--- src/rtl/pc_seq_pkg.sv ---
// Shared types of the program counter sequencing unit.
package pc_seq_pkg;

    // Source chosen for the next fetch address, listed from highest to lowest priority.
    typedef enum logic [2:0] {
        SRC_IRQ  = 3'd0,
        SRC_RET  = 3'd1,
        SRC_JMP  = 3'd2,
        SRC_LOWB = 3'd3,
        SRC_SKIP = 3'd4,
        SRC_INC  = 3'd5
    } pc_src_e;

endpackage

--- src/rtl/pc_irq_vec.sv ---
// Interrupt vector encoder.
// Maps the lowest set request bit k to the address (k+1)*VEC_STRIDE.
// Assumes that (NUM_IRQ)*VEC_STRIDE fits in ADDR_W bits.
module pc_irq_vec #(
    parameter int ADDR_W     = 10,
    parameter int NUM_IRQ    = 4,
    parameter int VEC_STRIDE = 4
) (
    input  logic [NUM_IRQ-1:0] irq_req,
    output logic               irq_any,
    output logic [ADDR_W-1:0]  irq_vec
);

    // Any pending request at all.
    assign irq_any = |irq_req;

    // Scan from the top so that the lowest set bit is the last one written.
    always_comb begin
        irq_vec = '0;
        for (int i = NUM_IRQ - 1; i >= 0; i--) begin
            if (irq_req[i]) begin
                irq_vec = ADDR_W'((i + 1) * VEC_STRIDE);
            end
        end
    end

endmodule

--- src/rtl/pc_src_sel.sv ---
// Priority selector for the next-address source.
// Order: interrupt, return, jump/call, low-byte write, skip, increment.
// Reset is not handled here; the counter register applies it directly.
module pc_src_sel
    import pc_seq_pkg::*;
(
    input  logic    irq_any,
    input  logic    ret_req,
    input  logic    jmp_req,
    input  logic    lowb_wr,
    input  logic    skip_req,
    output pc_src_e src,
    output logic    discard
);

    // Fixed priority chain.
    always_comb begin
        if (irq_any)       src = SRC_IRQ;
        else if (ret_req)  src = SRC_RET;
        else if (jmp_req)  src = SRC_JMP;
        else if (lowb_wr)  src = SRC_LOWB;
        else if (skip_req) src = SRC_SKIP;
        else               src = SRC_INC;
    end

    // Every source except the plain increment throws away the prefetched word.
    assign discard = (src != SRC_INC);

endmodule

--- src/rtl/pc_next_mux.sv ---
// Next fetch address multiplexer.
// Builds each candidate address and selects one by source.
// The low-byte write replaces only the low LOW_W bits and keeps the page.
module pc_next_mux
    import pc_seq_pkg::*;
#(
    parameter int ADDR_W = 10,
    parameter int LOW_W  = 8
) (
    input  pc_src_e           src,
    input  logic [ADDR_W-1:0] pc,
    input  logic [ADDR_W-1:0] irq_vec,
    input  logic [ADDR_W-1:0] ret_addr,
    input  logic [ADDR_W-1:0] jmp_tgt,
    input  logic [LOW_W-1:0]  lowb_data,
    output logic [ADDR_W-1:0] pc_next
);

    localparam int PAGE_W = ADDR_W - LOW_W;

    logic [ADDR_W-1:0] pc_inc;
    logic [ADDR_W-1:0] pc_lowb;

    // Increment with natural wrap at the top of memory; a skip uses the same value.
    assign pc_inc = pc + ADDR_W'(1);

    // Low-byte write address; the page bits exist only if the counter is wider than the byte.
    generate
        if (PAGE_W > 0) begin : g_paged
            assign pc_lowb = {pc[ADDR_W-1:LOW_W], lowb_data};
        end else begin : g_flat
            assign pc_lowb = lowb_data[ADDR_W-1:0];
        end
    endgenerate

    // Source selection.
    always_comb begin
        case (src)
            SRC_IRQ:  pc_next = irq_vec;
            SRC_RET:  pc_next = ret_addr;
            SRC_JMP:  pc_next = jmp_tgt;
            SRC_LOWB: pc_next = pc_lowb;
            SRC_SKIP: pc_next = pc_inc;
            default:  pc_next = pc_inc;
        endcase
    end

endmodule

--- src/rtl/pc_seq.sv ---
// Program counter sequencing unit, top level.
// Holds the fetch address of a two-stage fetch/execute pipeline and
// updates it once per instruction cycle when cyc_en pulses.
// Assumes that cyc_en is a one-clock pulse and that rst_n is synchronous.
module pc_seq
    import pc_seq_pkg::*;
#(
    parameter int ADDR_W     = 10,
    parameter int LOW_W      = 8,
    parameter int NUM_IRQ    = 4,
    parameter int VEC_STRIDE = 4
) (
    input  logic               clk,
    input  logic               rst_n,
    input  logic               cyc_en,
    input  logic [NUM_IRQ-1:0] irq_req,
    input  logic               skip_req,
    input  logic               lowb_wr,
    input  logic [LOW_W-1:0]   lowb_data,
    input  logic               jmp_req,
    input  logic [ADDR_W-1:0]  jmp_tgt,
    input  logic               ret_req,
    input  logic [ADDR_W-1:0]  ret_addr,
    output logic [ADDR_W-1:0]  fetch_addr,
    output logic               bubble,
    output logic               push_stb,
    output logic [ADDR_W-1:0]  push_addr
);

    logic [ADDR_W-1:0] pc_q;
    logic              bubble_q;
    logic              irq_any;
    logic [ADDR_W-1:0] irq_vec;
    pc_src_e           src;
    logic              discard;
    logic [ADDR_W-1:0] pc_next;

    pc_irq_vec #(
        .ADDR_W    (ADDR_W),
        .NUM_IRQ   (NUM_IRQ),
        .VEC_STRIDE(VEC_STRIDE)
    ) u_vec (
        .irq_req(irq_req),
        .irq_any(irq_any),
        .irq_vec(irq_vec)
    );

    pc_src_sel u_sel (
        .irq_any (irq_any),
        .ret_req (ret_req),
        .jmp_req (jmp_req),
        .lowb_wr (lowb_wr),
        .skip_req(skip_req),
        .src     (src),
        .discard (discard)
    );

    pc_next_mux #(
        .ADDR_W(ADDR_W),
        .LOW_W (LOW_W)
    ) u_mux (
        .src      (src),
        .pc       (pc_q),
        .irq_vec  (irq_vec),
        .ret_addr (ret_addr),
        .jmp_tgt  (jmp_tgt),
        .lowb_data(lowb_data),
        .pc_next  (pc_next)
    );

    // Counter and bubble flag: reset to the zero vector, update only on the cycle pulse.
    always_ff @(posedge clk) begin
        if (!rst_n) begin
            pc_q     <= '0;
            bubble_q <= 1'b1;
        end else if (cyc_en) begin
            pc_q     <= pc_next;
            bubble_q <= discard;
        end
    end

    // Interrupt entry pushes the address of the word not yet executed, which is the one being fetched.
    assign push_stb   = rst_n & cyc_en & irq_any;
    assign push_addr  = pc_q;
    assign fetch_addr = pc_q;
    assign bubble     = bubble_q;

endmodule

--- config.mk ---
export PLATFORM = sky130hd
export DESIGN_NAME = pc_seq
export DESIGN_NICKNAME = d
export VERILOG_FILES = /design/src/rtl/pc_seq_pkg.sv /design/src/rtl/pc_irq_vec.sv /design/src/rtl/pc_src_sel.sv /design/src/rtl/pc_next_mux.sv /design/src/rtl/pc_seq.sv
export SDC_FILE = /design/constraint.sdc
export NUM_CORES = 1
export LEC_CHECK = 0
export BUFFER_PORTS_ARGS = -buffer_cell sky130_fd_sc_hd__clkbuf_2
export CAP_MARGIN = 10
export CORE_ASPECT_RATIO = 1.75
export CORE_MARGIN = 2
export CORE_UTILIZATION = 47
export DETAILED_ROUTE_END_ITERATION = 16
export MAX_ROUTING_LAYER = met4
export PLACE_DENSITY = 0.94
export SLEW_MARGIN = 10
export SYNTH_ARGS = -nofsm -noshare
export SYNTH_HDL_FRONTEND = slang
export SYNTH_SLANG_ARGS = --single-unit
--- constraint.sdc ---
create_clock -name clk -period 1.9 [get_ports clk]
set_clock_uncertainty 0.05 [all_clocks]
set_input_delay 0 -clock clk [delete_from_list [all_inputs] [get_ports clk]]
set_output_delay 0 -clock clk [all_outputs]
set_load 0.01 [all_outputs]
==> flow_summary.ini <==
[synthesis]
synth_top_cell_by_area = dfxtp_1
synthTopCellsByArea = dfxtp_1 (20%), buf_4 (6.9%), nand2_1 (5.2%), nor3b_1 (4.8%), nand3_1 (4.1%)
post-synth-top-count-cell = nand2_1
synthXorXnorAreaFrac = 0
synth.area.mux_share = 0
netlist_area_um2 = 1090
ys_warn_count = 0
synth_top_family_by_area = simple AND/OR/NAND/NOR gates
yosys.area_share.simple = 0.380
syn-num-nets = 186
synth.top_cell.area_share = 0.202
ys.flop_type = dfxtp_1
synth_compound_area_frac = 0.277
seq_area_frac_synth = 0.202
synth.distinct_cells = 43
async_flop_share = 0
ys_seq_elements = 11
synth_edf_count = 0
synth_cells = 146
avgSynthCellArea_um2 = 7.46
synth_commonest_cells = nand2_1 (15), dfxtp_1 (11), buf_4 (10)
synthAdderAreaFrac = 0.0115

[sta]
setup_viol = 0
final.min_clock_period_ns = 1.47
finalSetupTns_ns = 0
whs_ns = 0.0614
rsz0062_at_grt = false
max_slew_margin = 0.594
final-hold-violation-count = 0
fin_crit_sh = 0.775
setup_slack_ns = 0.428
drv_slew = 0
max_freq_mhz = 679
tightest_slew_ns = 0.594

[detailed_routing]
vias_per_cell = 6.25
drtAntennaViolNets = 0
avgRoutedWirePerCell_um = 15.8
dr.pass1.iters = 5
drt_iter0_drc = 73
wirelength_um = 3460
route.detailed.drc = 0
num_vias = 1369

[finish]
drive_gt1_frac = 0.376
area_growth_pct = 24.9
final_area_um2 = 1360
nNetsFinal = 235
antenna_cells = 0

[cts]
cts_root_buf = clkbuf_8
cts_resized = 0
worstSkewPairLatency_ns = 0.24
clockBufferDepth = 2
cts_buffers = 3
clkSinkCount = 11
cts_tree = built
clk_pin_slew_ns = 0.05
htree_levels = 1

[global_routing]
grt.overflow.total = 0
grtUsageTotal = 0.305
first_global_vias = 1250
grt_pass1_wl_um = 5690
antenna_found_initial = 0
grt_start_max_net_pins = 24

[placement]
dpl_worst_slack_ns = 0.465
dp_hpwl_um = 2510
portBuffers = 60
place_area_um2 = 1310
gp_congestion = 0.877

[worst_setup_path]
cp_data_arrival_time_ns = 1.56
cp-end-kind = flip-flop
crit_required_ns = 1.98
rrSetupSlack_ns = 0.43
path_class = flip-flop to flip-flop
cp-start-kind = flip-flop
r2r_cells = 4
cp_max_fo = 8

[pwr]
power_w = 0.000676
power_density_nw_per_um2 = 496
ir_drop_v = 0.000339
leakagePower_nw = 0.594

[run_status]
status = completed

[min_path]
hold_class = input port to flip-flop
hold_depth = 3

[floorplan]
row_count = 23
die_height_um = 67.7
die_w_um = 40.4
io_pins = 61
dieArea_um2 = 2740
core-area_um2 = 2240
initial_core_util = 0.486

[job]
maxCapViolCount = 0
-- kinds of logic (layout without fill, tap and decap cells) --
family / count (synthesis) / in the layout
adders and majority gates: 1 / 1
AOI/OAI and AO/OA: 43 / 43
buffers and inverters: 22 / 70
and+or+nand+nor: 69 / 69
DFF: 11 / 11
-- where the power goes --
group	internal, W	switching, W
Sequential	0.000239	0.0000115
Clock	0.000148	0.0000975
Combinational	0.0000803	0.0000996
-- sequential cells by signal, summed over array words and instances, names as in the netlist --
register,count
fetch_addr,10
bubble,1
-- what timing repair did --
item	CTS	global route
setup endpoints to repair	0	0
hold buffers	1	0
hold endpoints to repair	1	0
buffers inserted	0	0
-- cells in the final DEF, fill, tap and decap left out, drive strengths merged, types with 2 or more instances in the layout --
master   instances
o21ai            8
nand3b           3
a31oi            5
a21boi           3
and2             2
nand2           15
nor2b            7
nor4             2
nor3             6
a211oi           3
o31ai            6
buf              2
o22ai            2
dfxtp           11
a21oi            6
inv              3
nand4            5
and3             2
nand3           10
clkbuf          64
nor2             6
nor3b            7
o2111ai          2
-- final cells by class --
type / instances / area, um^2
Fill cell: 237 / 883
Timing Repair Buffer: 63 / 325
Tap cell: 25 / 31.3
Clock buffer: 4 / 45.0
Multi-Input combinational cell: 113 / 728
Sequential cell: 11 / 220
Inverter: 3 / 11.3
-- through the flow --
step / std cells / util
after global routing: 219 / 0.606
after detailed placement: 214 / 0.582
after global placement: 214 / 0.582
final: 219 / 0.606
after CTS: 219 / 0.606
after floorplan: 146 / -
-- worst max-delay path, cell delays in order (launching register included) --
cell and delay, ns:
dfxtp_1 0.45, and4_4 0.31, and3_1 0.19, o21ai_1 0.08, a32o_2 0.28
-- final timing paths --
path,start,end
worst max-delay path,fetch_addr[3],fetch_addr[7]
worst min register to register,bubble,bubble
worst min-delay path,ret_addr[8],fetch_addr[8]
worst max register to register,fetch_addr[3],fetch_addr[7]
-- routing by layer --
metal,global-route usage,vias up,wire (um),part of all wire
li1,-,640,-,-
met1,0.331,625,1210,0.35
met2,0.486,86,1860,0.54
met3,0.0461,18,214,0.062
met4,0.200,0,175,0.051
met5,-,-,0,0
Note: power is estimated with default switching activity, not from simulation.
